--- config.mk ---
export PLATFORM = sky130hd
export DESIGN_NAME = lru_stack_profiler
export DESIGN_NICKNAME = d
export VERILOG_FILES = /design/src/rtl/lru_prof_pkg.sv /design/src/rtl/lru_find.sv /design/src/rtl/lru_stack_mem.sv /design/src/rtl/lru_counters.sv /design/src/rtl/lru_stack_profiler.sv
export SDC_FILE = /design/constraint.sdc
export NUM_CORES = 1
export LEC_CHECK = 0
export ABC_AREA = 1
export BUFFER_PORTS_ARGS = -buffer_cell sky130_fd_sc_hd__buf_2
export CORE_UTILIZATION = 50
export DETAILED_ROUTE_END_ITERATION = 10
export GPL_ROUTABILITY_DRIVEN = 0
export PLACE_DENSITY = 0.66
export REMOVE_ABC_BUFFERS = 1
export SETUP_SLACK_MARGIN = 0.5
export SYNTH_ARGS = -nofsm -noshare
export SYNTH_HDL_FRONTEND = slang
export SYNTH_SLANG_ARGS = --single-unit
--- constraint.sdc ---
create_clock -name clk -period 9.2 [get_ports clk]
set_input_delay 1.38 -clock clk [delete_from_list [all_inputs] [get_ports clk]]
set_output_delay 1.38 -clock clk [all_outputs]
set_load 0.05 [all_outputs]
--- src/rtl/lru_prof_pkg.sv ---
package lru_prof_pkg;
  localparam int CNT_W = 32;
  typedef logic [CNT_W-1:0] cnt_t;

  typedef enum logic {ST_IDLE, ST_BUSY} prof_state_e;

  // Saturating increment shared by every counter.
  function automatic cnt_t sat_inc(cnt_t v);
    return (&v) ? v : v + 1'b1;
  endfunction
endpackage

--- src/rtl/lru_find.sv ---
module lru_find #(
  parameter int DEPTH = 4,
  parameter int TAG_W = 10,
  parameter int IDX_W = 2
) (
  input  logic [DEPTH-1:0][TAG_W-1:0] tags,
  input  logic [DEPTH-1:0]            vld,
  input  logic [TAG_W-1:0]            tag,
  output logic [DEPTH-1:0]            hit_vec,
  output logic                        hit,
  output logic [IDX_W-1:0]            hit_idx
);
  for (genvar i = 0; i < DEPTH; i++) begin : g_cmp
    assign hit_vec[i] = vld[i] && (tags[i] == tag);
  end

  assign hit = |hit_vec;

  always_comb begin
    hit_idx = '0;
    for (int i = 0; i < DEPTH; i++)
      if (hit_vec[i]) hit_idx = IDX_W'(i);
  end
endmodule

--- src/rtl/lru_stack_mem.sv ---
module lru_stack_mem #(
  parameter int SETS  = 4,
  parameter int SET_W = 2,
  parameter int DEPTH = 4,
  parameter int TAG_W = 10,
  parameter int IDX_W = 2,
  parameter int DLW   = 3
) (
  input  logic                        clk,
  input  logic                        rst_n,
  input  logic                        upd,
  input  logic [SET_W-1:0]            set_idx,
  input  logic [TAG_W-1:0]            tag,
  input  logic                        wr,
  input  logic                        hit,
  input  logic [IDX_W-1:0]            hit_idx,
  output logic [DEPTH-1:0][TAG_W-1:0] rd_tags,
  output logic [DEPTH-1:0]            rd_vld,
  output logic [DEPTH-1:0][DLW-1:0]   rd_dl,
  output logic [DEPTH-1:0]            wb_evt
);
  localparam logic [DLW-1:0] DL_CLEAN = DLW'(DEPTH + 1);

  logic [TAG_W-1:0] tag_q [SETS][DEPTH];
  logic             vld_q [SETS][DEPTH];
  logic [DLW-1:0]   dl_q  [SETS][DEPTH];

  logic [TAG_W-1:0] nxt_tag [DEPTH];
  logic             nxt_vld [DEPTH];
  logic [DLW-1:0]   nxt_dl  [DEPTH];
  logic [DLW-1:0]   ref_dl;

  // Dirty level after a read hit at depth k: smaller caches reloaded it clean.
  function automatic logic [DLW-1:0] dl_after_read(logic [DLW-1:0] old_dl, logic [IDX_W-1:0] idx);
    logic [DLW-1:0] k;
    k = DLW'(idx) + 1'b1;
    return (old_dl > k) ? old_dl : k;
  endfunction

  always_comb begin
    for (int i = 0; i < DEPTH; i++) begin
      rd_tags[i] = tag_q[set_idx][i];
      rd_vld[i]  = vld_q[set_idx][i];
      rd_dl[i]   = dl_q[set_idx][i];
    end
  end

  // Size i+1 evicts the entry at depth i+1 when the reference lies deeper.
  always_comb begin
    for (int i = 0; i < DEPTH; i++)
      wb_evt[i] = (!hit || (hit_idx > IDX_W'(i))) && rd_vld[i] && (rd_dl[i] <= DLW'(i + 1));
  end

  always_comb begin
    if (wr)       ref_dl = DLW'(1);
    else if (hit) ref_dl = dl_after_read(rd_dl[hit_idx], hit_idx);
    else          ref_dl = DL_CLEAN;
    nxt_tag[0] = tag;
    nxt_vld[0] = 1'b1;
    nxt_dl[0]  = ref_dl;
    for (int i = 1; i < DEPTH; i++) begin
      if (!hit || (IDX_W'(i) <= hit_idx)) begin
        nxt_tag[i] = rd_tags[i-1];
        nxt_vld[i] = rd_vld[i-1];
        nxt_dl[i]  = rd_dl[i-1];
      end else begin
        nxt_tag[i] = rd_tags[i];
        nxt_vld[i] = rd_vld[i];
        nxt_dl[i]  = rd_dl[i];
      end
    end
  end

  always_ff @(posedge clk) begin
    for (int s = 0; s < SETS; s++) begin
      for (int i = 0; i < DEPTH; i++) begin
        if (!rst_n) begin
          tag_q[s][i] <= '0;
          vld_q[s][i] <= 1'b0;
          dl_q[s][i]  <= DL_CLEAN;
        end else if (upd && (set_idx == SET_W'(s))) begin
          tag_q[s][i] <= nxt_tag[i];
          vld_q[s][i] <= nxt_vld[i];
          dl_q[s][i]  <= nxt_dl[i];
        end
      end
    end
  end

  a_r5_ref_on_top: assert property (@(posedge clk) disable iff (!rst_n)
    upd |=> (rd_vld[0] && (rd_tags[0] == $past(tag))));

  a_r7_write_dirty_all: assert property (@(posedge clk) disable iff (!rst_n)
    (upd && wr) |=> (rd_dl[0] == DLW'(1)));

  a_r7_read_miss_clean: assert property (@(posedge clk) disable iff (!rst_n)
    (upd && !wr && !hit) |=> (rd_dl[0] == DL_CLEAN));
endmodule

--- src/rtl/lru_counters.sv ---
module lru_counters
  import lru_prof_pkg::*;
#(
  parameter int DEPTH = 4,
  parameter int IDX_W = 2,
  parameter int SEL_W = 4
) (
  input  logic             clk,
  input  logic             rst_n,
  input  logic             upd,
  input  logic             hit,
  input  logic [IDX_W-1:0] hit_idx,
  input  logic [DEPTH-1:0] wb_evt,
  input  logic [SEL_W-1:0] rd_sel,
  output cnt_t             rd_data
);
  cnt_t dist_q [DEPTH];
  cnt_t wb_q   [DEPTH];
  cnt_t tot_q;

  always_ff @(posedge clk) begin
    if (!rst_n) begin
      tot_q <= '0;
      for (int i = 0; i < DEPTH; i++) begin
        dist_q[i] <= '0;
        wb_q[i]   <= '0;
      end
    end else if (upd) begin
      tot_q <= sat_inc(tot_q);
      for (int i = 0; i < DEPTH; i++) begin
        if (hit && (hit_idx == IDX_W'(i))) dist_q[i] <= sat_inc(dist_q[i]);
        if (wb_evt[i])                    wb_q[i]   <= sat_inc(wb_q[i]);
      end
    end
  end

  always_comb begin
    rd_data = '0;
    if (rd_sel == SEL_W'(DEPTH)) rd_data = tot_q;
    for (int i = 0; i < DEPTH; i++) begin
      if (rd_sel == SEL_W'(i))             rd_data = dist_q[i];
      if (rd_sel == SEL_W'(DEPTH + 1 + i)) rd_data = wb_q[i];
    end
  end

  a_r3_total_step: assert property (@(posedge clk) disable iff (!rst_n)
    (upd && (tot_q != '1)) |=> (tot_q == $past(tot_q) + 1'b1));

  a_r4_dist_step: assert property (@(posedge clk) disable iff (!rst_n)
    (upd && hit && (dist_q[hit_idx] != '1)) |=> (dist_q[$past(hit_idx)] == $past(dist_q[hit_idx]) + 1'b1));

  a_r3_total_hold: assert property (@(posedge clk) disable iff (!rst_n)
    !upd |=> $stable(tot_q));
endmodule

--- src/rtl/lru_stack_profiler.sv ---
module lru_stack_profiler
  import lru_prof_pkg::*;
#(
  parameter int ADDR_W = 12,
  parameter int SET_W  = 2,
  parameter int DEPTH  = 4,
  localparam int SEL_W = $clog2(2 * DEPTH + 1)
) (
  input  logic              clk,
  input  logic              rst_n,
  input  logic              ref_valid,
  output logic              ref_ready,
  input  logic [ADDR_W-1:0] ref_addr,
  input  logic              ref_write,
  input  logic [SEL_W-1:0]  rd_sel,
  output logic [CNT_W-1:0]  rd_data
);
  localparam int SETS  = 1 << SET_W;
  localparam int TAG_W = ADDR_W - SET_W;
  localparam int IDX_W = $clog2(DEPTH);
  localparam int DLW   = $clog2(DEPTH + 2);

  prof_state_e       state_q;
  logic [ADDR_W-1:0] req_addr_q;
  logic              req_wr_q;
  logic              accept;
  logic              upd;

  logic [SET_W-1:0]            req_set;
  logic [TAG_W-1:0]            req_tag;
  logic [DEPTH-1:0][TAG_W-1:0] set_tags;
  logic [DEPTH-1:0]            set_vld;
  logic [DEPTH-1:0][DLW-1:0]   set_dl;
  logic [DEPTH-1:0]            hit_vec;
  logic                        hit;
  logic [IDX_W-1:0]            hit_idx;
  logic [DEPTH-1:0]            wb_evt;

  assign ref_ready = (state_q == ST_IDLE);
  assign accept    = ref_valid && ref_ready;
  assign upd       = (state_q == ST_BUSY);
  assign req_set   = req_addr_q[SET_W-1:0];
  assign req_tag   = req_addr_q[ADDR_W-1:SET_W];

  always_ff @(posedge clk) begin
    if (!rst_n) begin
      state_q    <= ST_IDLE;
      req_addr_q <= '0;
      req_wr_q   <= 1'b0;
    end else if (accept) begin
      state_q    <= ST_BUSY;
      req_addr_q <= ref_addr;
      req_wr_q   <= ref_write;
    end else if (upd) begin
      state_q <= ST_IDLE;
    end
  end

  lru_stack_mem #(
    .SETS(SETS), .SET_W(SET_W), .DEPTH(DEPTH), .TAG_W(TAG_W), .IDX_W(IDX_W), .DLW(DLW)
  ) u_stack (
    .clk(clk), .rst_n(rst_n), .upd(upd), .set_idx(req_set), .tag(req_tag),
    .wr(req_wr_q), .hit(hit), .hit_idx(hit_idx),
    .rd_tags(set_tags), .rd_vld(set_vld), .rd_dl(set_dl), .wb_evt(wb_evt)
  );

  lru_find #(.DEPTH(DEPTH), .TAG_W(TAG_W), .IDX_W(IDX_W)) u_find (
    .tags(set_tags), .vld(set_vld), .tag(req_tag),
    .hit_vec(hit_vec), .hit(hit), .hit_idx(hit_idx)
  );

  lru_counters #(.DEPTH(DEPTH), .IDX_W(IDX_W), .SEL_W(SEL_W)) u_cnt (
    .clk(clk), .rst_n(rst_n), .upd(upd), .hit(hit), .hit_idx(hit_idx),
    .wb_evt(wb_evt), .rd_sel(rd_sel), .rd_data(rd_data)
  );

  a_r1_busy_after_accept: assert property (@(posedge clk) disable iff (!rst_n)
    accept |=> !ref_ready);

  a_r1_single_busy: assert property (@(posedge clk) disable iff (!rst_n)
    !ref_ready |=> ref_ready);

  a_r5_unique_match: assert property (@(posedge clk) disable iff (!rst_n)
    upd |-> $onehot0(hit_vec));

  a_r8_no_wb_on_top_hit: assert property (@(posedge clk) disable iff (!rst_n)
    (upd && hit && (hit_idx == '0)) |-> (wb_evt == '0));
endmodule

== Yosys cells after proc, flatten, opt, wreduce, memory -nomap -nowiden ==
Memory sizes are Yosys's and may differ from the RTL's. A register that Yosys moved wholly into a read port is not among the register bits.
Index checks and enable logic that the tools add are counted.

* Bits in registers: 46
* Bits in latches: 0
* Memory bits (writable): 480
* ROM bits: 0
* Input port bits: 20
* Output and inout bits: 33
* Logic and storage cells: 293
* Memories kept: 5

* $add $sub $neg: 10
* Multipliers: 0
* Div/mod/pow operators: 0
* $lt $le $gt $ge: 13
* Equality and inequality tests: 18
* Shifts and indexed selects: 0
* Mux-type cells: 142
* Bitwise gates (word level): 58
* Reductions and logical operators: 43

{| class="wikitable"
|+ Memories
! memory !! depth !! bits a word !! read ports !! clocked after Yosys merged registers in !! write ports !! RTL line !! source
|-
| u_stack.tag_q || 4 || 40 || 1 || 1 || 4 || lru_stack_mem.sv:24 || <nowiki>logic [TAG_W-1:0] tag_q [SETS][DEPTH];</nowiki>
|-
| u_cnt.dist_q || 4 || 32 || 4 || 0 || 4 || lru_counters.sv:17 || <nowiki>cnt_t dist_q [DEPTH];</nowiki>
|-
| u_cnt.wb_q || 4 || 32 || 4 || 0 || 4 || lru_counters.sv:18 || <nowiki>cnt_t wb_q [DEPTH];</nowiki>
|-
| u_stack.dl_q || 4 || 12 || 1 || 1 || 4 || lru_stack_mem.sv:26 || <nowiki>logic [DLW-1:0] dl_q [SETS][DEPTH];</nowiki>
|-
| u_stack.vld_q || 4 || 4 || 1 || 1 || 4 || lru_stack_mem.sv:25 || <nowiki>logic vld_q [SETS][DEPTH];</nowiki>
|}

{| class="wikitable"
|+ Operators by type and width
! cell !! count
|-
| two-way mux 32 bit || 25
|-
| adder 32 x 1 -> 32 bit, second input constant || 9
|-
| AND reduction 32 bit || 9
|-
| two-way mux 10 bit || 19
|-
| two-way mux 3 bit || 23
|-
| two-way mux 1 bit || 66
|-
| OR 1 bit || 56
|-
| equality test 10 bit || 4
|-
| logical AND 1 bit || 21
|-
| equality test 4 x 3 -> 1 bit, second input constant || 4
|-
| two-way mux 2 bit || 8
|-
| equality test 2 bit, second input constant || 4
|-
| equality test 4 x 2 -> 1 bit, second input constant || 2
|-
| logical OR 1 bit || 7
|-
| binary-select mux 3 bit (select 2 bit) || 1
|-
| <= comparator 3 x 2 -> 1 bit, second input constant || 2
|-
| equality test 2 x 1 -> 1 bit, second input constant || 2
|-
| equality test 4 x 1 -> 1 bit, second input constant || 1
|-
| equality test 4 bit, second input constant || 1
|-
| > comparator 2 x 1 -> 1 bit, second input constant || 2
|-
| > comparator 2 bit, second input constant || 2
|-
| <= comparator 2 bit, first input constant || 2
|-
| zero test 2 bit || 2
|-
| zero test 4 bit || 1
|-
| other kinds (10) || 11
|}

== Logic depth before layout (Yosys ltp) ==
Gate-level depths: netlist (run 1).

* Word-level depth: 14
* Depth in mapped cells: 26
* Depth with buffers taken out: 24

== By module ==
From an unflattened synthesis (run 1), not the netlist that was laid out.

* Cells, all modules: 3816
* Area, all modules: 31037.3 um^2

{| class="wikitable"
|+ By module, submodules not included
! module !! instances !! cells each !! area an instance (um^2) !! seq. area each (um^2)
|-
| lru_counters || 1 || 2611 || 19488.7 || 8328.0
|-
| lru_stack_mem || 1 || 929 || 10148.5 || 6716.4
|-
| lru_find || 1 || 189 || 809.5 || 0.0
|-
| lru_stack_profiler || 1 || 87 || 590.6 || 280.3
|}

== Worst setup path before layout (run 1) ==
Ideal clock, no wire load.

* Path kind: input to output
* From: in rd_sel[2]
* To: out rd_data[20]
* Arrival: 3.367 ns
* Data required time: 7.820 ns
* Path slack: 4.453 ns
* Stages: 9
* Buffers on the path: 1
* Cell sequence: inv_1 nor2_1 inv_1 nor3_1 clkbuf_1 nand2_1 o2111ai_1 o22ai_1 o21ai_0

* Word-level cells in the longest chain between the ends: 10
* Elaborated cells on any way between the ends: 18
* Classes of those cells: 8 x eq/ne; 9 x mux; 1 x reduce/logical

{| class="wikitable"
|+ Ends and longest elaborated chain
! element !! RTL line !! source
|-
| start, declared || lru_stack_profiler.sv:15 || <nowiki>input logic [SEL_W-1:0] rd_sel,</nowiki>
|-
| equality test 4 x 3 -> 1 bit || lru_counters.sv:39 || <nowiki>if (rd_sel == SEL_W'(DEPTH)) rd_data = tot_q;</nowiki>
|-
| two-way mux 32 bit || lru_counters.sv:39 ||
|-
| two-way mux 32 bit || lru_counters.sv:41 || <nowiki>if (rd_sel == SEL_W'(i)) rd_data = dist_q[i];</nowiki>
|-
| two-way mux 32 bit || lru_counters.sv:42 || <nowiki>if (rd_sel == SEL_W'(DEPTH + 1 + i)) rd_data = wb_q[i];</nowiki>
|-
| two-way mux 32 bit || lru_counters.sv:41 ||
|-
| two-way mux 32 bit || lru_counters.sv:42 ||
|-
| two-way mux 32 bit || lru_counters.sv:41 ||
|-
| two-way mux 32 bit || lru_counters.sv:42 ||
|-
| two-way mux 32 bit || lru_counters.sv:41 ||
|-
| two-way mux 32 bit * || lru_counters.sv:42 ||
|-
| end, declared || lru_stack_profiler.sv:16 || <nowiki>output logic [CNT_W-1:0] rd_data</nowiki>
|}

Every way passes the cells marked *; elsewhere a longest branch is shown, timed or not.

==> flow_summary.toml, run 1 <==
[route]
antenna_left = 0
vias = 24340
drt_wl_total_mm = 80.72
firstDrtPassIters = 6
avgRoutedWirePerCell_um = 18.43
drt_iter0_markers = 2135
drc = 0
vias_per_cell = 5.557

[floorplan]
start_util_pct = 50.92
core_um2 = 58030
die_w_um = 245.1
ios = 53
die_h_um = 245.1
fp.dieArea_um2 = 60060
row_count = 88

[finish]
final_nets = 3602
antennaDiodeCount = 0
n_fill_cell = 5455
drive_gt1_share_pct = 7.111
syn2layout_area_growth_pct = 9.160
final_area_um2 = 32250

[power]
internal_power_uw = 4126
vdd_drop_max_uv = 152.3
seqPwrFrac_pct = 49.5
p_leak_uw = 0.01219
sw_frac_of_total_pct = 26.40
power_density_nw_per_um2 = 173.8
power.share.clock_pct = 40.4
p_switching_uw = 1480
p_comb_share_pct = 10.1

[global_route]
antenna_found_initial = 0
grt_pass1_wl_mm = 126.2
gr-total-overflow = 0
grt_util_all_layers_pct = 26.80
grt_pass1_vias = 23140
grt_max_degree = 61

[critical_path]
path_class = "flop to flop"
arrival_ns = 6.92
cp_max_fo = 60
cp_num_buf_inv = 7
crit_required_ns = 9.46
critPathTopFamily = "buffers and inverters"
reg2reg_slack_ns = 2.55
end_kind = "flop"
rr_worst_depth = 19
worst_setup_path_start_kind = "flop"
cpPeakStageDelay_ns = 0.88
crit_chain = "clkinv_2, buf_4, buf_4, nand2_1, nand3_1, nand2_1, inv_1, nand2_1, nand3_1, nor2_1, nand3_1, nand2_4, inv_4, nand2_2, inv_2, nor2_4, nand2_2, o21ai_2, buf_4"
r2r-end = "u_cnt.wb_q[0][34]"
cpMaxStageDelayCell = "clkinv_2"

[sta]
rsz0062_at_grt = "no"
slew_violations = 0
finClkSkew_ns = 0.03514
max-slew-margin-rel_pct = 25.17
worst_pin_slew_ns = 1.120
setup_viol = 0
clock.fmax_mhz = 150.3
min_period_ns = 6.654
period_share_pct = 72.32
setup_tns_ns = 0
holdWs_ns = 0.4793
hold_viol = 0

[clock_network]
postCtsSetupBuffers = 0
path_clk_slew_ns = 0.06
cts_buffers = 55
htreeDepth = 2
cts_resized = 0
clock-root-buffer = "clkbuf_16"
cts_tree = "built"
clk_latency_ns = 0.63
postCtsHoldBufs = 0
clock_tree.buffer_depth = 3
clock_sinks = 528

[logic_synthesis]
synth_cells = 3546
yosysTopAreaCell = "edfxtp_1"
synth_area_leaders = "edfxtp_1, nand2_1, nor2_1"
synth.most_common_cell = "nand2_1"
netlist.area_leader.share_pct = 48.69
synth-edff-count = 479
synth_ff_type = "edfxtp_1"
synth.avg_cell_area_um2 = 8.332
synthArstFlopShare_pct = 0
synth_common_cells = "nand2_1, nor2_1, edfxtp_1"
yosysUniqueCellTypes = 55
yosys_warnings = 0
synth_seq_cells = 528
synth.cell_area_um2 = 29540
ys_seq_area_share_pct = 52.01

[min_path]
hold_depth = 2
hold_path.class = "flop to flop"
min_to = "u_cnt.tot_q[4]"
hold_path.startpoint = "u_cnt.tot_q[3]"

[placed_design]
place_area_um2 = 30460
dp_hpwl_mm = 54.07
io_buffers = 52

[run_status]
status = "complete, no violations"

[flow_run]
cap_viol_max_count = 0
-- cell type report --
cell class	instances	area [um2]	area share, %
repair buffers	86	515.5	1.598
multi-input cells	2466	12000	37.22
well taps	765	957.2	2.968
flip-flops and latches	528	15370	47.66
inverters	430	1618	5.016
clock inverters	36	351.6	1.090
clock buffers	68	1435	4.450
-- power groups by stage --
stage	Clock, uW	Sequential, uW	Combinational, uW
6_report	2260	2770	567
3_3_place_gp	0	2820	560
3_5_place_dp	0	2820	564
5_1_grt	2380	2780	621
2_1_floorplan	0	2810	375
4_1_cts	2290	2770	567
-- cells in the final DEF (no fill, tap or decap), types with 10 or more instances in the layout --
master / n
ha_1: 15
xor2_1: 90
nor3b_1: 30
nand3_1: 241
edfxtp_1: 479
clkinv_1: 16
inv_1: 411
o21ai_1: 11
o21ai_0: 146
nand4_1: 76
nor3_1: 104
o22ai_1: 52
inv_2: 12
nand2_2: 10
buf_4: 34
nor2_1: 560
a31oi_1: 13
buf_2: 52
nor3_2: 19
nand2_1: 802
clkbuf_1: 12
dfxtp_1: 47
a21oi_1: 141
o2111ai_1: 14
xnor2_1: 15
nor4_1: 31
clkbuf_16: 55
-- cells by family (layout without fill, tap and decap cells) --
family	Yosys count	after routing	synth area share, %
AND/OR/NAND/NOR	1909	1909	27.94
AO/OA/AOI/OAI	437	437	8.817
XOR/XNOR	105	105	3.113
flip-flops	528	528	52.01
buffers and inverters	552	620	7.487
adder cells (fa/ha/maj)	15	15	0.6352
-- worst register-to-register path: cells and delay by family (launching register included) --
kind	cells	cell delay, ns
AO/OA/AOI/OAI	1	0.49
buffers and inverters	7	2.60
AND/OR/NAND/NOR	11	2.51
flip-flops	1	0.72
-- worst max-delay path by stage --
stage	to	slack, ns	cells past startpoint
floorplan	u_cnt.wb_q[0][32]	0.71	16
global placement	u_cnt.wb_q[0][38]	2.71	19
detailed placement	u_cnt.wb_q[0][36]	2.53	19
CTS	u_cnt.wb_q[0][35]	2.53	19
global route	u_cnt.wb_q[0][35]	2.09	19
finish	u_cnt.wb_q[0][34]	2.55	19
-- sequential cells by signal (all words and copies together) (netlist names), named ones only --
register	flops
req_addr_q	12
req_wr_q	1
state_q	1
u_cnt.dist_q	128
u_cnt.tot_q	32
u_cnt.wb_q	128
u_stack.dl_q	48
u_stack.tag_q	160
u_stack.vld_q	16
-- per-layer routing --
metal  track usage (%)  share of wire (%)  up-vias  wire length, um
li1                  -                  -    12010                -
met1             35.57                 43    11410            34710
met2             45.11                 48      774            38600
met3             2.843                5.7      150             4602
met4             10.20                3.5        0             2813
met5                 0                  0        -                0
-- per-stage QoR --
step	total power (uW)	std cells	setup WS (ns)	utilization (%)
5_1_grt	5790	4379	2.093	55.58
3_5_place_dp	3388	4275	2.529	52.50
3_3_place_gp	3384	4275	2.705	52.50
4_1_cts	5634	4379	2.525	55.58
6_report	5607	4379	2.546	55.58
2_1_floorplan	3188	3424	0.7076	-
Power figures use the tool's default switching activity.
==> inputs of run 2 (changes only) <==
clock period = 6.9 ns   (was 9.2 ns; I/O delays follow)
==> flow_summary.toml, run 2 (synthesis results as in run 1) <==
[clock_network]
postCtsSetupBuffers = 0
cts_buffers = 58
postCtsHoldBufs = 0
clock_tree.buffer_depth = 3
clock_sinks = 528
clk_latency_ns = 0.63
path_clk_slew_ns = 0.06
clock-root-buffer = "clkbuf_16"
cts_tree = "built"
cts_resized = 0
htreeDepth = 2

[route]
drt_wl_total_mm = 80.94
vias = 24420
avgRoutedWirePerCell_um = 18.44
drt_iter0_markers = 2158
antenna_left = 0
drc = 0
firstDrtPassIters = 6
vias_per_cell = 5.563

[sta]
setup_viol = 0
slew_violations = 0
rsz0062_at_grt = "no"
period_share_pct = 70.66
worst_pin_slew_ns = 1.140
holdWs_ns = 0.4855
setup_tns_ns = 0
finClkSkew_ns = 0.02865
clock.fmax_mhz = 205.1
hold_viol = 0
min_period_ns = 4.876
max-slew-margin-rel_pct = 23.90

[finish]
layout_common_cells = "nand2_1, nor2_1, edfxtp_1"
drive_gt1_share_pct = 7.338
regMostFlops = "u_stack.tag_q"
stdcell_count = 4390
final_common_cell = "nand2_1"
syn2layout_area_growth_pct = 9.571
final_nets = 3612
final_core_util_pct = 55.79
antennaDiodeCount = 0
largest_reg_flops = 160
top_regs = "u_stack.tag_q x160, u_cnt.dist_q x128, u_cnt.wb_q x128"

[floorplan]
ios = 53
row_count = 88
die_h_um = 245.1
die_w_um = 245.1
core_um2 = 58030
start_util_pct = 50.92
fp.dieArea_um2 = 60060

[global_route]
grt_pass1_wl_mm = 126.9
antenna_found_initial = 0
grt_max_degree = 68
grt_util_all_layers_pct = 27.04
gr-total-overflow = 0
grt_pass1_vias = 23150

[critical_path]
worst_path_most_repeated_cell = "nand2_1"
cp_max_fo = 46
reg2reg_slack_ns = 2.02
arrival_ns = 5.24
cpPeakStageDelay_ns = 0.66
worst_setup_path_start_kind = "flop"
cpMaxStageDelayCell = "nand2_1"
end_kind = "flop"
path_class = "flop to flop"
crit_chain = "clkinv_2, buf_4, buf_4, nand2_1, nand3_1, nand2_1, nand2_1, nand2_1, nor2_1, nand2_1, nor2_1, nand2_1, nand2_1, nand2_2, inv_1, ha_1, inv_1, nor2_4, nor2_2, nand2_1, buf_4, nor2_1"
crit_required_ns = 7.26
cp-endpoint = "u_cnt.wb_q[0][27]"
rr_worst_depth = 22
r2r-end = "u_cnt.wb_q[0][27]"

[power]
power_density_nw_per_um2 = 233.0
vdd_drop_max_uv = 203.6
power_uw = 7543
p_leak_uw = 0.01228

[min_path]
hold_path.class = "flop to flop"

[run_status]
status = "complete, no violations"

[flow_run]
cap_viol_max_count = 0

[placed_design]
io_buffers = 52
dp_cells = 4282
dp_hpwl_mm = 54.96
-- run 2: through the flow --
step	area [um2]	setup slack (ns)
4_1_cts	32370	2.066
3_3_place_gp	30520	2.154
3_5_place_dp	30520	2.081
5_1_grt	32370	1.599
2_1_floorplan	28950	-1.592
6_report	32370	2.024
-- run 2: worst min-delay path by stage --
stage	from	to	slack, ns	cells past startpoint
after floorplan	u_stack.vld_q[2][3]	u_stack.vld_q[2][3]	0.44	2
after global routing	u_cnt.tot_q[3]	u_cnt.tot_q[4]	0.50	2
after detailed placement	u_cnt.tot_q[11]	u_cnt.tot_q[12]	0.47	2
after CTS	u_cnt.tot_q[3]	u_cnt.tot_q[4]	0.48	2
after global placement	u_stack.vld_q[2][3]	u_stack.vld_q[2][3]	0.46	2
final	u_cnt.tot_q[30]	u_cnt.tot_q[30]	0.49	2
-- run 2: critical path, delay by kind of cell, from the launching register on --
family | cells | cell delay (ns)
fa+ha+maj | 1 | 0.21
flops | 1 | 0.35
simple gates | 15 | 2.29
buf+inv | 6 | 1.75
-- run 2: layout make-up --
cell class	instances	area (um2)
Clock buffer	83	1637
Clock inverter	25	219.0
Fill cell	5409	25650
Inverter	430	1618
Multi-Input combinational cell	2466	12000
Sequential cell	528	15370
Tap cell	765	957.2
Timing Repair Buffer	93	568.0
-- run 2: per-layer routing --
layer | up-vias | global-route usage [%] | share of wire (%)
met3 | 166 | 2.657 | 5.6
met5 | - | 0 | 0
met4 | 0 | 10.75 | 3.8
li1 | 11990 | - | -
met2 | 812 | 46.42 | 49
met1 | 11450 | 35.03 | 42
-- run 2: power breakdown --
group / switching [uW] / leakage, uW / internal, uW / total, uW
combinational: 574 / 0.00611 / 190 / 764
sequential: 87.2 / 0.00525 / 3610 / 3690
clock: 1300 / 0.000918 / 1790 / 3080
